==> src/rtl/irqhub_pkg.sv <==
package irqhub_pkg;
  typedef enum logic [2:0] {
    RK_NONE,
    RK_PEND,
    RK_GEN,
    RK_IDLE,
    RK_RUN,
    RK_CEN,
    RK_STAT
  } reg_kind_e;

  localparam logic [7:0] OFF_PEND = 8'h00;
  localparam logic [7:0] OFF_GEN  = 8'h10;
  localparam logic [7:0] OFF_IDLE = 8'h2C;
  localparam logic [7:0] OFF_RUN  = 8'h00;
  localparam logic [7:0] OFF_CEN  = 8'h04;
  localparam logic [7:0] OFF_STAT = 8'h08;
endpackage

==> src/rtl/irqhub_decode.sv <==
module irqhub_decode
  import irqhub_pkg::*;
#(
  parameter int NUM_CH = 8,
  parameter int ADDR_W = 12
) (
  input  logic [ADDR_W-1:0] addr,
  output reg_kind_e         kind,
  output logic [NUM_CH-1:0] ch_oh
);
  localparam int PG_W = ADDR_W - 8;

  logic [PG_W-1:0] page;
  logic [7:0]      off;
  logic            page_ok;

  assign page    = addr[ADDR_W-1:8];
  assign off     = addr[7:0];
  assign page_ok = (page != '0) && (page <= PG_W'(NUM_CH));

  for (genvar i = 0; i < NUM_CH; i++) begin : g_sel
    assign ch_oh[i] = page_ok && (page == PG_W'(i + 1));
  end

  always_comb begin
    kind = RK_NONE;
    if (page == '0) begin
      unique case (off)
        OFF_PEND: kind = RK_PEND;
        OFF_GEN:  kind = RK_GEN;
        OFF_IDLE: kind = RK_IDLE;
        default:  kind = RK_NONE;
      endcase
    end else if (page_ok) begin
      unique case (off)
        OFF_RUN:  kind = RK_RUN;
        OFF_CEN:  kind = RK_CEN;
        OFF_STAT: kind = RK_STAT;
        default:  kind = RK_NONE;
      endcase
    end
  end
endmodule

==> src/rtl/irqhub_chan.sv <==
module irqhub_chan #(
  parameter int NUM_CAUSE = 5
) (
  input  logic                 clk,
  input  logic                 rst_n,
  input  logic                 wr_run,
  input  logic                 wr_cen,
  input  logic                 wr_stat,
  input  logic [NUM_CAUSE-1:0] wdata,
  input  logic [NUM_CAUSE-1:0] evt,
  output logic                 run_o,
  output logic [NUM_CAUSE-1:0] cen_o,
  output logic [NUM_CAUSE-1:0] stat_o,
  output logic                 pend_set_o
);
  logic hit, hit_q;

  always_ff @(posedge clk) begin
    if (!rst_n) begin
      run_o  <= 1'b0;
      cen_o  <= '0;
      stat_o <= '0;
      hit_q  <= 1'b0;
    end else begin
      if (wr_run) run_o <= wdata[0];
      if (wr_cen) cen_o <= wdata;
      // a cause arriving in the write cycle survives the clear
      stat_o <= (wr_stat ? (stat_o & wdata) : stat_o) | evt;
      hit_q  <= hit;
    end
  end

  assign hit        = |(cen_o & stat_o);
  assign pend_set_o = hit & ~hit_q;

  p_evt_sticky_r2: assert property (@(posedge clk) disable iff (!rst_n)
    (|evt) |=> ((stat_o & $past(evt)) == $past(evt)));

  p_stat_clear_r3: assert property (@(posedge clk) disable iff (!rst_n)
    wr_stat |=> ((stat_o & ~$past(wdata) & ~$past(evt)) == '0));

  p_cen_load_r4: assert property (@(posedge clk) disable iff (!rst_n)
    wr_cen |=> (cen_o == $past(wdata)));

  p_single_set_r6: assert property (@(posedge clk) disable iff (!rst_n)
    pend_set_o |=> !pend_set_o);

  p_run_follow_r12: assert property (@(posedge clk) disable iff (!rst_n)
    wr_run |=> (run_o == $past(wdata[0])));
endmodule

==> src/rtl/irqhub_global.sv <==
module irqhub_global #(
  parameter int NUM_CH = 8
) (
  input  logic              clk,
  input  logic              rst_n,
  input  logic              wr_pend,
  input  logic              wr_gen,
  input  logic [NUM_CH-1:0] wdata,
  input  logic [NUM_CH-1:0] pend_set,
  output logic [NUM_CH-1:0] pend_o,
  output logic [NUM_CH-1:0] gen_o,
  output logic              irq_o
);
  logic [NUM_CH-1:0] w1c_mask;

  assign w1c_mask = wr_pend ? wdata : '0;

  always_ff @(posedge clk) begin
    if (!rst_n) begin
      pend_o <= '0;
      gen_o  <= '0;
      irq_o  <= 1'b0;
    end else begin
      pend_o <= (pend_o & ~w1c_mask) | pend_set;
      if (wr_gen) gen_o <= wdata;
      irq_o  <= |(pend_o & gen_o);
    end
  end

  p_set_lands_r5: assert property (@(posedge clk) disable iff (!rst_n)
    (|pend_set) |=> ((pend_o & $past(pend_set)) == $past(pend_set)));

  p_w1c_r7: assert property (@(posedge clk) disable iff (!rst_n)
    wr_pend |=> ((pend_o & $past(wdata) & ~$past(pend_set)) == '0));

  p_set_wins_r8: assert property (@(posedge clk) disable iff (!rst_n)
    (wr_pend && (|(wdata & pend_set))) |=> ((pend_o & $past(wdata & pend_set)) != '0));

  p_irq_hi_r9: assert property (@(posedge clk) disable iff (!rst_n)
    (|(pend_o & gen_o)) |=> irq_o);

  p_irq_lo_r10: assert property (@(posedge clk) disable iff (!rst_n)
    !(|(pend_o & gen_o)) |=> !irq_o);
endmodule

==> src/rtl/dma_irq_hub.sv <==
module dma_irq_hub
  import irqhub_pkg::*;
#(
  parameter int NUM_CH    = 8,
  parameter int NUM_CAUSE = 5,
  parameter int ADDR_W    = 12,
  parameter int DATA_W    = 32
) (
  input  logic                        clk,
  input  logic                        rst_n,
  input  logic                        reg_wr,
  input  logic [ADDR_W-1:0]           reg_addr,
  input  logic [DATA_W-1:0]           reg_wdata,
  output logic [DATA_W-1:0]           reg_rdata,
  input  logic [NUM_CH*NUM_CAUSE-1:0] evt_i,
  input  logic [NUM_CH-1:0]           busy_i,
  output logic [NUM_CH-1:0]           run_o,
  output logic                        irq_o
);
  reg_kind_e         kind;
  logic [NUM_CH-1:0] ch_oh;
  logic [NUM_CH-1:0] pend, gen, pend_set, idle;
  logic [NUM_CAUSE-1:0] cen_w  [NUM_CH];
  logic [NUM_CAUSE-1:0] stat_w [NUM_CH];

  irqhub_decode #(.NUM_CH(NUM_CH), .ADDR_W(ADDR_W)) u_decode (
    .addr  (reg_addr),
    .kind  (kind),
    .ch_oh (ch_oh)
  );

  for (genvar c = 0; c < NUM_CH; c++) begin : g_chan
    irqhub_chan #(.NUM_CAUSE(NUM_CAUSE)) u_chan (
      .clk        (clk),
      .rst_n      (rst_n),
      .wr_run     (reg_wr && ch_oh[c] && (kind == RK_RUN)),
      .wr_cen     (reg_wr && ch_oh[c] && (kind == RK_CEN)),
      .wr_stat    (reg_wr && ch_oh[c] && (kind == RK_STAT)),
      .wdata      (reg_wdata[NUM_CAUSE-1:0]),
      .evt        (evt_i[c*NUM_CAUSE +: NUM_CAUSE]),
      .run_o      (run_o[c]),
      .cen_o      (cen_w[c]),
      .stat_o     (stat_w[c]),
      .pend_set_o (pend_set[c])
    );
  end

  irqhub_global #(.NUM_CH(NUM_CH)) u_global (
    .clk      (clk),
    .rst_n    (rst_n),
    .wr_pend  (reg_wr && (kind == RK_PEND)),
    .wr_gen   (reg_wr && (kind == RK_GEN)),
    .wdata    (reg_wdata[NUM_CH-1:0]),
    .pend_set (pend_set),
    .pend_o   (pend),
    .gen_o    (gen),
    .irq_o    (irq_o)
  );

  assign idle = ~busy_i;

  always_comb begin
    reg_rdata = '0;
    unique case (kind)
      RK_PEND: reg_rdata[NUM_CH-1:0] = pend;
      RK_GEN:  reg_rdata[NUM_CH-1:0] = gen;
      RK_IDLE: reg_rdata[NUM_CH-1:0] = idle;
      RK_RUN: begin
        for (int i = 0; i < NUM_CH; i++)
          if (ch_oh[i]) reg_rdata[0] = run_o[i];
      end
      RK_CEN: begin
        for (int i = 0; i < NUM_CH; i++)
          if (ch_oh[i]) reg_rdata[NUM_CAUSE-1:0] = cen_w[i];
      end
      RK_STAT: begin
        for (int i = 0; i < NUM_CH; i++)
          if (ch_oh[i]) reg_rdata[NUM_CAUSE-1:0] = stat_w[i];
      end
      default: reg_rdata = '0;
    endcase
  end

  p_unmapped_r13: assert property (@(posedge clk) disable iff (!rst_n)
    (kind == RK_NONE) |-> (reg_rdata == '0));

  p_idle_r11: assert property (@(posedge clk) disable iff (!rst_n)
    (kind == RK_IDLE) |-> (reg_rdata[NUM_CH-1:0] == ~busy_i));
endmodule

==> config.mk <==
export PLATFORM = sky130hd
export DESIGN_NAME = dma_irq_hub
export DESIGN_NICKNAME = d
export VERILOG_FILES = /design/src/rtl/irqhub_pkg.sv /design/src/rtl/irqhub_decode.sv /design/src/rtl/irqhub_chan.sv /design/src/rtl/irqhub_global.sv /design/src/rtl/dma_irq_hub.sv
export SDC_FILE = /design/constraint.sdc
export NUM_CORES = 1
export LEC_CHECK = 0
export BUFFER_PORTS_ARGS = -buffer_cell sky130_fd_sc_hd__buf_2
export CAP_MARGIN = 20
export CORE_MARGIN = 2
export CORE_UTILIZATION = 54
export CTS_CLUSTER_SIZE = 16
export DETAILED_ROUTE_END_ITERATION = 6
export PLACE_DENSITY = 0.8
export SKIP_CTS_REPAIR_TIMING = 1
export SLEW_MARGIN = 20
export SYNTH_ARGS = -nofsm -noshare
export SYNTH_HDL_FRONTEND = slang
export SYNTH_SLANG_ARGS = --single-unit
==> constraint.sdc <==
create_clock -name clk -period 5.1 [get_ports clk]
set_input_delay 1.53 -clock clk [delete_from_list [all_inputs] [get_ports clk]]
set_output_delay 1.53 -clock clk [all_outputs]
set_load 0.01 [all_outputs]
Word level (Yosys, flattened, before mapping) --
Index checks and enable logic that the tools add are counted.
Operators by class: magnitude comparators 1, equality and inequality tests 18, multiplexer cells 40, bitwise logic cells 45, reductions and logical operators 55
Operators by type and width (number):
- 2-to-1 mux 5 bit | 24
- bitwise AND 5 bit | 16
- logical AND 1 bit | 43
- OR 5 bit | 8
- OR reduction 5 bit | 8
- one-hot mux 4 bit (5 select lines) | 1
- one-hot mux 3 bit (3 select lines) | 2
- bitwise AND 8 bit | 2
- equality test 4 x 3 -> 1 bit (second input constant) | 4
- NOT 8 bit | 2
- equality test 3 bit (second input constant) | 3
- bitwise AND 1 bit | 8
- equality test 4 x 2 -> 1 bit (second input constant) | 2
- equality test 8 x 3 -> 1 bit (second input constant) | 1
- equality test 8 x 4 -> 1 bit (second input constant) | 1
- equality test 8 x 5 -> 1 bit (second input constant) | 1
- equality test 8 x 6 -> 1 bit (second input constant) | 1
- zero test 8 bit | 1
- 2-to-1 mux 1 bit | 8
- 2-to-1 mux 8 bit | 1
- NOT 1 bit | 8
- OR 8 bit | 1
- OR reduction 8 bit | 1
- equality test 3 x 2 -> 1 bit (second input constant) | 2
- other kinds (9) | 10
Storage, ports and cells: bits in registers 113, output and inout port bits 41

Logic depth before layout (Yosys ltp) --
Gate-level depths: netlist of run 1.
depth in word-level cells 12, mapped depth 9, mapped depth without buffers 6

Hierarchy --
Synthesis of run 1 repeated with hierarchy kept, for this count alone.
Second synthesis, totals: cells, all modules 706, area total of the unflattened synthesis 5874.4 um2
Modules (own cells, without submodules):
- irqhub_chan | times used 8, cells an instance 48, area each 454.2 um2, sequential area each 240.2 um2
- dma_irq_hub | times used 1, cells an instance 234, area each 1402.6 um2, sequential area each 0.0 um2
- irqhub_global | times used 1, cells an instance 57, area each 635.6 um2, sequential area each 340.3 um2
- irqhub_decode | times used 1, cells an instance 31, area each 202.7 um2, sequential area each 0.0 um2

Least setup slack after synthesis of run 1 --
Ideal clock, no wire load.
path type in2out, from input port reg_addr[1], to output port reg_rdata[4], data arrival time 3246 ps, slack 324 ps, cell stages on the path 6, path through nor4_1 nand4b_2 a211oi_4 o21ai_0 o22a_1 o311ai_1
Between the ends: word-level cells in the longest chain between the ends 6
RTL lines:
- start: declaration | RTL line dma_irq_hub.sv:12 | input logic [ADDR_W-1:0] reg_addr,
- equality test 8 x 4 -> 1 bit, or another cell as far along | RTL line irqhub_decode.sv:35 | unique case (off)
- one-hot mux 3 bit (3 select lines) | RTL line irqhub_decode.sv:35
- 2-to-1 mux 3 bit | RTL line irqhub_decode.sv:34 | end else if (page_ok) begin
- 2-to-1 mux 3 bit * | RTL line irqhub_decode.sv:27 | if (page == '0) begin
- equality test 3 bit, or another cell as far along | RTL line dma_irq_hub.sv:64 | unique case (kind)
- one-hot mux 4 bit (5 select lines) * | RTL line dma_irq_hub.sv:64
- end: declaration | RTL line dma_irq_hub.sv:14 | output logic [DATA_W-1:0] reg_rdata,
Every way passes the cells marked *; elsewhere a longest branch is shown, timed or not.

Worst setup path in the final report of run 1 --
from input port reg_addr[9], to output port reg_rdata[0]
Between the ends: word-level cells in the longest chain between the ends 12
RTL lines:
- less-or-equal comparator 4 bit / nonzero test 4 bit (equally long branches) | RTL line irqhub_decode.sv:19 | assign page_ok = (page != '0) && (page <= PG_W'(NUM_CH));
- logical AND 1 bit | RTL line irqhub_decode.sv:19
- logical AND 1 bit | RTL line irqhub_decode.sv:22 | assign ch_oh[i] = page_ok && (page == PG_W'(i + 1));
- 2-to-1 mux 5 bit, or another cell as far along (8 in a row) | RTL line dma_irq_hub.sv:78 | if (ch_oh[i]) reg_rdata[NUM_CAUSE-1:0] = stat_w[i];
- one-hot mux 1 bit (6 select lines) * | RTL line dma_irq_hub.sv:64
Marks and branches as above.

==> results of run 1 <==
==> per-stage QoR <==
stage | cell area [um^2] | std cells | utilization | setup slack [ns] | hold slack, ns
2_1_floorplan | 5970 | 745 | - | 0.324 | 0.452
3_5_place_dp | 6370 | 921 | 0.593 | 0.105 | 0.464
5_1_grt | 7020 | 953 | 0.653 | 0.0313 | 0.501
6_report | 7020 | 953 | 0.653 | 0.152 | 0.480
3_3_place_gp | 6370 | 921 | 0.593 | 0.158 | 0.456
4_1_cts | 6990 | 953 | 0.650 | 0.0824 | 0.481
==> tightest hold or removal path: cells and delay by family, from the launching register on <==
family / cells / cell delay [ns]
flip-flops: 1 / 0.29
AO/OA/AOI/OAI: 1 / 0.12
buffers and inverters: 1 / 0.04
==> sequential cells by signal (all words and copies together), names as in the netlist <==
name,cells
g_chan.u_chan.cen_o,40
g_chan.u_chan.hit_q,8
g_chan.u_chan.run_o,8
g_chan.u_chan.stat_o,40
u_global.gen_o,8
u_global.irq_o,1
u_global.pend_o,8
==> cells in the mapped netlist (2+ instances only) <==
cell                        number
sky130_fd_sc_hd__mux2_2          5
sky130_fd_sc_hd__o2111ai_1       2
sky130_fd_sc_hd__o22ai_1         7
sky130_fd_sc_hd__a21oi_1        61
sky130_fd_sc_hd__o221ai_1        4
sky130_fd_sc_hd__o211a_1         2
sky130_fd_sc_hd__or2_2           4
sky130_fd_sc_hd__nor3_1          6
sky130_fd_sc_hd__clkbuf_1       37
sky130_fd_sc_hd__nand2_1        36
sky130_fd_sc_hd__inv_1          45
sky130_fd_sc_hd__o211ai_1        8
sky130_fd_sc_hd__nand4_1         7
sky130_fd_sc_hd__a222oi_1        8
sky130_fd_sc_hd__nor2b_1         7
sky130_fd_sc_hd__a22oi_1        15
sky130_fd_sc_hd__o21ai_0        47
sky130_fd_sc_hd__buf_2           7
sky130_fd_sc_hd__mux2i_1        61
sky130_fd_sc_hd__buf_1           5
sky130_fd_sc_hd__a31oi_1        14
sky130_fd_sc_hd__a2111oi_0       3
sky130_fd_sc_hd__nand2b_1       11
sky130_fd_sc_hd__dfxtp_1       113
sky130_fd_sc_hd__and2_1          3
sky130_fd_sc_hd__buf_4          32
sky130_fd_sc_hd__o21a_1         13
sky130_fd_sc_hd__or3_1           7
sky130_fd_sc_hd__nor3b_1         4
sky130_fd_sc_hd__nand3_1        10
sky130_fd_sc_hd__nor2_1         93
sky130_fd_sc_hd__buf_6           2
sky130_fd_sc_hd__a211oi_1        5
sky130_fd_sc_hd__a22o_1         10
sky130_fd_sc_hd__o31ai_1         3
==> per-layer routing <==
layer  vias to the layer above  GRT usage  wire length [um]  part of all wire
li1                       2666          -                 -                 -
met1                      2767      0.437              7840              0.41
met3                        60     0.0964              2170              0.11
met5                         -          0                 0                 0
met2                       365      0.500              8430              0.44
met4                         0      0.193               786             0.041
==> logic make-up after synthesis <==
family	count (synthesis)
AOI/OAI and AO/OA	215
and+or+nand+nor	199
buffers and inverters	128
DFF	113
muxes	66
other	1
==> worst max-delay path by stage <==
stage | startpoint | to | cells after the start
6_report | reg_addr[9] | reg_rdata[0] | 9
5_1_grt | reg_addr[9] | reg_rdata[0] | 9
4_1_cts | reg_addr[8] | reg_rdata[6] | 8
3_5_place_dp | reg_addr[8] | reg_rdata[6] | 8
3_3_place_gp | reg_addr[8] | reg_rdata[7] | 8
2_1_floorplan | reg_addr[1] | reg_rdata[4] | 6
==> area by class of cell <==
class / instances / area share
Sequential cell: 113 / 0.322
Tap cell: 140 / 0.0250
Inverter: 45 / 0.0241
Multi-Input combinational cell: 504 / 0.443
Clock inverter: 9 / 0.0219
Timing Repair Buffer: 119 / 0.0968
Clock buffer: 23 / 0.0665
==> report_power, final <==
part	switching [uW]	internal, uW	total (uW)
clock	423	832	1250
sequential	26.1	906	932
combinational	118	70.5	189
==> results.sh, run 1 <==
export IMPL_synth_cell_types=60
export IMPL_placement_rows=38
export IMPL_unrepaired_setup_endpoints_after_global_routing="false"
export IMPL_clockRootBuffer="sky130_fd_sc_hd__clkbuf_8"
export IMPL_fill_cells=904
export IMPL_synth_main_ff_cell="sky130_fd_sc_hd__dfxtp_1"
export IMPL_power_leakage_uw=0.00318
export IMPL_period_share=0.970
export IMPL_worstReg2RegStart="g_chan[5].u_chan.stat_o[3]"
export IMPL_dieArea_um2=11800
export IMPL_area_fraction_in_compound_gates_after_synthesis=0.237
export IMPL_post_synth_and_or_nand_nor_area_fraction=0.159
export IMPL_ys_seq_area_frac=0.384
export IMPL_critical_path_peak_fanout=12
export IMPL_setup_tns_final_ns=0
export IMPL_fmax_mhz=202
export IMPL_critical_path_startpoint_type="primary input"
export IMPL_cts_htree_levels=4
export IMPL_final_hold_violation_count=0
export IMPL_global_route_overflow_total=0
export IMPL_flow_area_growth_from_synthesis_pct=19.2
export IMPL_ir_worst_vdd_v=0.000208
export IMPL_drv_cap=0
export IMPL_buf_inv_on_cp=3
export IMPL_synthesis_yosys_warnings=0
export IMPL_ant_nets_after_route=0
export IMPL_drt_first_pass_iters=6
export IMPL_worst_hold_class="reg2reg"
export IMPL_maxSlewHeadroom=0.417
export IMPL_async_flop_share=0
export IMPL_drc=0
export IMPL_reg2reg_to="u_global.pend_o[5]"
export IMPL_wirelength_um=19200
export IMPL_synth_enable_flop_cells=0
export IMPL_tightest_slew_ns=0.875
export IMPL_grt_pass1_vias=5489
export IMPL_period_needed_ns=4.95
export IMPL_hold_path_end="u_global.pend_o[0]"
export IMPL_cts_clk_slew_worst_paths_ns=0.06
export IMPL_synthesis_area_per_instance_um2=8.15
export IMPL_synthesis_area_um2=5890
export IMPL_post_drt_via_cell_ratio=6.15
export IMPL_instance_count_of_the_mapped_netlist=722
export IMPL_maxSlewViolCount=0
export IMPL_cp_cell_sequence="buf_2 > buf_4 > or2_2 > or2_2 > o22ai_1 > nor3_1 > a31oi_1 > nand4b_1 > buf_2"
export IMPL_grt_pass1_wl_um=29500
export IMPL_drive_above_1_share=0.205
export IMPL_synth_top_cell_area_share=0.384
export IMPL_synth_seq_cells=113
export IMPL_diode_insertion_count_for_antenna_repair=0
export IMPL_setup_viol_count_final=0
export IMPL_regArea_um2=2260
export IMPL_cts_max_path_buffers=2
export IMPL_combined_area_of_the_multi_input_logic_cells_um2=3110
export IMPL_dieHeight_um=108
export IMPL_chipWidth_um=108
export IMPL_cellPowerDensity_nw_per_um2=339
export IMPL_num_vias=5858
export IMPL_critical_path_top_delay_family="simple AND/OR/NAND/NOR gates"
export IMPL_yosys_area_share_xor_xnor=0
export IMPL_flop_to_flop_setup_slack_ns=3.75
export IMPL_clock_latency_reported_for_the_late_side_of_the_worst_skew_pair_ns=0.54
export IMPL_synthDominantAreaCellType="sky130_fd_sc_hd__dfxtp_1"
export IMPL_worst_hold_path_num_cells=2
export IMPL_layout_cells_most_common="sky130_fd_sc_hd__dfxtp_1"
export IMPL_placement_io_buffers=87
export IMPL_mostFrequentLayoutCells="113 x sky130_fd_sc_hd__dfxtp_1, 93 x sky130_fd_sc_hd__nor2_1, 87 x sky130_fd_sc_hd__buf_2"
export IMPL_gp_routability_congestion=0.960
export IMPL_timing_critical_path_required_ns=3.57
export IMPL_pin_count_of_the_biggest_net_entering_global_routing=53
export IMPL_dpl_hpwl_um=13600
export IMPL_timing_reg2reg_worst_path_depth=3
export IMPL_routed_wire_length_per_instance_um=20.2
export IMPL_floorplan_core_area_um2=10700
export IMPL_starting_density_of_the_core=0.548
export IMPL_synth_mux_area_fraction=0.113
export IMPL_io_pin_count=136
export IMPL_synth_area_leaders="sky130_fd_sc_hd__dfxtp_1 38%, sky130_fd_sc_hd__mux2i_1 10%, sky130_fd_sc_hd__nor2_1 5.9%, sky130_fd_sc_hd__a21oi_1 5.2%, sky130_fd_sc_hd__buf_4 4.1%"
export IMPL_hp_start="g_chan[0].u_chan.hit_q"
export IMPL_crit_path_top_delay_cell="sky130_fd_sc_hd__or2_2"
export IMPL_antenna_violations_before_repair=0
export IMPL_synth_fa_ha_area_frac=0
export IMPL_grt_usage=0.337
export IMPL_cp_arrival_ns=3.42
export IMPL_cts_inserted_buffers=17
export IMPL_status="finished, final reports clean"
export IMPL_first_iter_violations=771
export IMPL_path_class="in2out"
export IMPL_tritoncts_clock_tree="yes"
export IMPL_sink_count_of_the_clock_tree=113
export IMPL_end_kind="primary output"
export IMPL_total_power_uw=2380
export IMPL_layout_nets=895
export IMPL_timing_critical_path_slowest_cell_delay_ns=0.38
export IMPL_synth_top_family_by_area="compound AO/OA/AOI/OAI gates"
export IMPL_skew_final_ns=0.00812
(Power assumes the default switching activity.)
==> run 2, diff against run 1 <==
--- a/config.mk
+++ b/config.mk
@@ -8,12 +8,14 @@
 export BUFFER_PORTS_ARGS = -buffer_cell sky130_fd_sc_hd__buf_2
 export CAP_MARGIN = 20
 export CORE_MARGIN = 2
-export CORE_UTILIZATION = 54
+export CORE_UTILIZATION = 56
+export CTS_BUF_LIST = sky130_fd_sc_hd__clkbuf_8
 export CTS_CLUSTER_SIZE = 16
 export DETAILED_ROUTE_END_ITERATION = 6
-export PLACE_DENSITY = 0.8
+export PLACE_DENSITY = 0.82
 export SKIP_CTS_REPAIR_TIMING = 1
 export SLEW_MARGIN = 20
 export SYNTH_ARGS = -nofsm -noshare
 export SYNTH_HDL_FRONTEND = slang
 export SYNTH_SLANG_ARGS = --single-unit
+export TNS_END_PERCENT = 50
==> results.sh, run 2 (same netlist as run 1, synthesis figures left out) <==
export IMPL_setup_viol_count_final=0
export IMPL_grt_usage=0.344
export IMPL_maxSlewHeadroom=0.392
export IMPL_worst_hold_path_num_cells=2
export IMPL_cts_max_path_buffers=2
export IMPL_post_drt_via_cell_ratio=6.19
export IMPL_grt_pass1_vias=5470
export IMPL_top_layer_used="met4"
export IMPL_cts_clk_slew_worst_paths_ns=0.07
export IMPL_end_kind="primary output"
export IMPL_placement_rows=37
export IMPL_starting_density_of_the_core=0.573
export IMPL_tritoncts_clock_tree="yes"
export IMPL_final_hold_violation_count=0
export IMPL_wl_met1_um=7940
export IMPL_grt_pass1_wl_um=29400
export IMPL_dpl_hpwl_um=14000
export IMPL_setup_tns_final_ns=0
export IMPL_buf_inv_on_cp=3
export IMPL_finish_utilization=0.660
export IMPL_skew_final_ns=0.00902
export IMPL_global_route_overflow_total=0
export IMPL_tightest_slew_ns=0.912
export IMPL_fmax_mhz=199
export IMPL_first_iter_violations=698
export IMPL_critical_path_peak_fanout=12
export IMPL_path_class="in2out"
export IMPL_placement_io_buffers=87
export IMPL_clock_latency_reported_for_the_late_side_of_the_worst_skew_pair_ns=0.43
export IMPL_critical_path_startpoint_type="primary input"
export IMPL_wirelength_um=19200
export IMPL_period_share=0.985
export IMPL_status="complete, but fails checks"
export IMPL_timing_critical_path_slowest_cell_delay_ns=0.38
export IMPL_cts_inserted_buffers=17
export IMPL_maxSlewViolCount=0
export IMPL_dieArea_um2=11300
export IMPL_pin_count_of_the_biggest_net_entering_global_routing=68
export IMPL_critical_path_top_delay_family="compound AO/OA/AOI/OAI gates"
export IMPL_sink_count_of_the_clock_tree=113
export IMPL_drv_cap=0
export IMPL_most_used_cell_along_the_critical_path="sky130_fd_sc_hd__buf_2"
export IMPL_unrepaired_setup_endpoints_after_global_routing="false"
export IMPL_layout_nets=892
export IMPL_num_vias=5858
export IMPL_power_leakage_uw=0.00307
export IMPL_antenna_violations_before_repair=0
export IMPL_instance_area_after_placement_um2=6370
export IMPL_drt_first_pass_iters=7
export IMPL_failed_checks="design-rule violations"
export IMPL_floorplan_core_area_um2=10300
export IMPL_post_route_cell_area_um2=6790
export IMPL_flow_area_growth_from_synthesis_pct=15.3
export IMPL_crit_path_top_delay_cell="sky130_fd_sc_hd__o31ai_2"
export IMPL_drc=3
export IMPL_cellPowerDensity_nw_per_um2=294
export IMPL_timing_reg2reg_worst_path_depth=3
export IMPL_cts_htree_levels=4
export IMPL_wl_met2_um=8200
export IMPL_chipWidth_um=107
export IMPL_cp_cell_sequence="buf_2 > o31ai_2 > nand4b_2 > buf_4 > or2_2 > a311oi_1 > a221oi_1 > nand2_1 > buf_2"
export IMPL_total_power_uw=1990
export IMPL_detailroute_wirelength_met3_um=2290
export IMPL_io_pin_count=136
export IMPL_worst_hold_class="reg2reg"
export IMPL_clockRootBuffer="sky130_fd_sc_hd__clkbuf_8"
export IMPL_layout_cells_most_common="sky130_fd_sc_hd__dfxtp_1"
export IMPL_period_needed_ns=5.02
export IMPL_routed_wire_length_per_instance_um=20.3
export IMPL_diode_insertion_count_for_antenna_repair=0
export IMPL_ant_nets_after_route=0
export IMPL_timing_critical_path_required_ns=3.57
export IMPL_dieHeight_um=107
export IMPL_layout_top_registers="g_chan.u_chan.cen_o: 40 flops, g_chan.u_chan.stat_o: 40 flops"
export IMPL_cp_num_cells=9
export IMPL_mostFrequentLayoutCells="113 x sky130_fd_sc_hd__dfxtp_1, 93 x sky130_fd_sc_hd__nor2_1, 87 x sky130_fd_sc_hd__buf_2"
export IMPL_ir_worst_vdd_v=0.000234
export IMPL_cp_arrival_ns=3.49
export IMPL_drive_above_1_share=0.201
export IMPL_gp_routability_congestion=0.953
[run 2: cell count changes in the layout (fill, tap and decap cells not counted), moves of 2 or more]
cell / before / now
sky130_fd_sc_hd__clkbuf_16: 16 / 0
sky130_fd_sc_hd__clkbuf_8: 4 / 18
sky130_fd_sc_hd__buf_4: 31 / 27
sky130_fd_sc_hd__clkbuf_1: 3 / 0
sky130_fd_sc_hd__buf_12: 0 / 2
sky130_fd_sc_hd__clkinv_2: 2 / 4
sky130_fd_sc_hd__clkinvlp_4: 2 / 4
[run 2: layout make-up]
type                            instances  area [um^2]
Clock inverter                         14          165
Inverter                               45          170
Tap cell                              136          170
Clock buffer                           18          248
Multi-Input combinational cell        504         3090
Timing Repair Buffer                  116          678
Sequential cell                       113         2260
Fill cell                             895         3490
[run 2: layer usage]
metal / vias to the layer above / GRT usage
met5: - / 0
met1: 2746 / 0.459
met4: 0 / 0.138
met3: 67 / 0.111
met2: 385 / 0.514
li1: 2660 / -
[run 2: report_power, final]
group | internal [uW] | switching (uW) | total [uW] | leakage, uW
clock | 494 | 382 | 876 | 0.000202
combinational | 70.4 | 117 | 188 | 0.00195
sequential | 905 | 25.2 | 930 | 0.000923
[run 2: metrics by stage]
step | hold slack, ns | std cells | setup slack, ns
after floorplan | 0.452 | 745 | 0.324
after global placement | 0.457 | 914 | 0.174
after detailed placement | 0.464 | 914 | 0.110
after CTS | 0.482 | 946 | 0.0925
after global routing | 0.508 | 946 | 0.00124
final | 0.477 | 946 | 0.0771
[run 2: worst min-delay path, cell delays in order (launching register included)]
cell,delay [ns]
sky130_fd_sc_hd__dfxtp_1,0.30
sky130_fd_sc_hd__inv_1,0.04
sky130_fd_sc_hd__a22o_1,0.11
[run 2: worst paths after layout]
kind                             end  slack (ns)                       from
setup / recovery        reg_rdata[2]        0.08                reg_addr[9]
hold / removal    u_global.pend_o[4]        0.48     g_chan[4].u_chan.hit_q
setup reg to reg  u_global.pend_o[1]        3.78  g_chan[1].u_chan.cen_o[3]
hold reg to reg   u_global.pend_o[4]        0.48     g_chan[4].u_chan.hit_q
==> run 3, diff against run 2 <==
--- a/config.mk
+++ b/config.mk
@@ -7,6 +7,7 @@
 export LEC_CHECK = 0
 export BUFFER_PORTS_ARGS = -buffer_cell sky130_fd_sc_hd__buf_2
 export CAP_MARGIN = 20
+export CORE_ASPECT_RATIO = 0.9
 export CORE_MARGIN = 2
 export CORE_UTILIZATION = 56
 export CTS_BUF_LIST = sky130_fd_sc_hd__clkbuf_8
==> results.sh, run 3 (same netlist as run 1, synthesis figures left out) <==
export IMPL_finalNonFillerCells=940
export IMPL_final_hold_violation_count=0
export IMPL_fill_cells=893
export IMPL_drc=0
export IMPL_buf_inv_on_cp=2
export IMPL_fmax_mhz=200
export IMPL_cts_clk_slew_worst_paths_ns=0.06
export IMPL_dieArea_um2=11300
export IMPL_first_iter_violations=851
export IMPL_layout_nets=893
export IMPL_io_pin_count=136
export IMPL_placement_rows=35
export IMPL_mostFrequentLayoutCells="113 x sky130_fd_sc_hd__dfxtp_1, 93 x sky130_fd_sc_hd__nor2_1, 87 x sky130_fd_sc_hd__buf_2"
export IMPL_skew_final_ns=0.00915
export IMPL_flow_area_growth_from_synthesis_pct=14.3
export IMPL_drt_first_pass_iters=7
export IMPL_worst_hold_class="reg2reg"
export IMPL_end_kind="primary output"
export IMPL_status="finished, final reports clean"
export IMPL_wirelength_um=19300
export IMPL_grt_pass1_wl_um=30000
export IMPL_chipWidth_um=112
export IMPL_tightest_slew_ns=0.756
export IMPL_drive_above_1_share=0.200
export IMPL_clock_latency_reported_for_the_late_side_of_the_worst_skew_pair_ns=0.44
export IMPL_most_used_cell_along_the_critical_path="sky130_fd_sc_hd__buf_2"
export IMPL_global_route_overflow_total=0
export IMPL_floorplan_core_area_um2=10200
export IMPL_critical_path_peak_fanout=12
export IMPL_critical_path_startpoint_type="primary input"
export IMPL_post_drt_via_cell_ratio=6.26
export IMPL_timing_critical_path_required_ns=3.57
export IMPL_cts_htree_levels=4
export IMPL_timing_critical_path_slowest_cell_delay_ns=0.36
export IMPL_path_class="in2out"
export IMPL_cellPowerDensity_nw_per_um2=287
export IMPL_drv_cap=0
export IMPL_sink_count_of_the_clock_tree=113
export IMPL_finish_utilization=0.657
export IMPL_dpl_hpwl_um=14000
export IMPL_unrepaired_setup_endpoints_after_global_routing="true"
export IMPL_period_needed_ns=4.99
export IMPL_gp_routability_congestion=1.00
export IMPL_placement_io_buffers=87
export IMPL_num_vias=5883
export IMPL_power_leakage_uw=0.00307
export IMPL_starting_density_of_the_core=0.574
export IMPL_cp_cell_sequence="buf_2 > o31ai_2 > nand4b_2 > a211oi_4 > o21ai_0 > o22a_1 > o311ai_1 > buf_2"
export IMPL_clockRootBuffer="sky130_fd_sc_hd__clkbuf_8"
export IMPL_detailedPlace_worstSlack_ns=0.0605
export IMPL_total_power_uw=1930
export IMPL_setup_tns_final_ns=0
export IMPL_diode_insertion_count_for_antenna_repair=0
export IMPL_setup_viol_count_final=0
export IMPL_grt_pass1_vias=5558
export IMPL_antenna_violations_before_repair=0
export IMPL_cts_inserted_buffers=17
export IMPL_timing_final_ws_setup_ns=0.109
export IMPL_maxSlewHeadroom=0.495
export IMPL_cp_arrival_ns=3.46
export IMPL_dieHeight_um=101
export IMPL_pin_count_of_the_biggest_net_entering_global_routing=41
export IMPL_maxSlewViolCount=0
export IMPL_layout_cells_most_common="sky130_fd_sc_hd__dfxtp_1"
export IMPL_grt_usage=0.342
export IMPL_critical_path_top_delay_family="compound AO/OA/AOI/OAI gates"
export IMPL_tritoncts_clock_tree="yes"
export IMPL_ir_worst_vdd_v=0.000250
export IMPL_cts_max_path_buffers=2
export IMPL_routed_wire_length_per_instance_um=20.5
export IMPL_ant_nets_after_route=0
export IMPL_crit_path_top_delay_cell="sky130_fd_sc_hd__o31ai_2"
export IMPL_period_share=0.979
export IMPL_dpl_cell_count=908
export IMPL_layout_top_registers="g_chan.u_chan.cen_o: 40 flops, g_chan.u_chan.stat_o: 40 flops"
## run 3: changes by cell type in the layout (fill, tap and decap cells not counted), sizes merged
cell and change:
inv +2, buf +1, bufinv -1, clkinvlp -2
clkinv +1
## run 3: cell type report
type | instances | area [um^2] | area share
multi-input cells | 504 | 3090 | 0.459
clock inverters | 14 | 125 | 0.0186
inverters | 45 | 169 | 0.0251
repair buffers | 117 | 673 | 0.100
flip-flops and latches | 113 | 2260 | 0.336
clock buffers | 18 | 248 | 0.0368
well taps | 129 | 161 | 0.0240
## run 3: stage by stage
step	cell area (um^2)	hold WS (ns)
after floorplan	5970	0.452
after global placement	6350	0.458
after detailed placement	6350	0.471
after CTS	6730	0.481
after global routing	6730	0.503
final	6730	0.476
## run 3: path summary, 6_finish.rpt
check                                                start                  to  slack, ns  cells after the start
worst min register to register      g_chan[3].u_chan.hit_q  u_global.pend_o[3]       0.48                      2
worst max register to register  g_chan[0].u_chan.stat_o[3]  u_global.pend_o[0]       3.76                      3
worst min-delay path                g_chan[3].u_chan.hit_q  u_global.pend_o[3]       0.48                      2
worst max-delay path                           reg_addr[9]        reg_rdata[4]       0.11                      8
## run 3: worst min-delay path, cell delays in order, from the launching register on
cell and delay [ns]:
sky130_fd_sc_hd__dfxtp_1 0.30, sky130_fd_sc_hd__inv_1 0.04, sky130_fd_sc_hd__a22o_1 0.11
## run 3: where the power goes
group / internal, uW / switching [uW]
clock: 436 / 377
combinational: 69.6 / 117
sequential: 905 / 25.5
total: 1410 / 519
## run 3: metal layers
layer | track usage | routed length [um] | vias to the layer above
li1 | - | - | 2665
met1 | 0.465 | 8050 | 2753
met2 | 0.520 | 8110 | 401
met3 | 0.0922 | 2340 | 64
met4 | 0.143 | 778 | 0
met5 | 0 | 0 | -
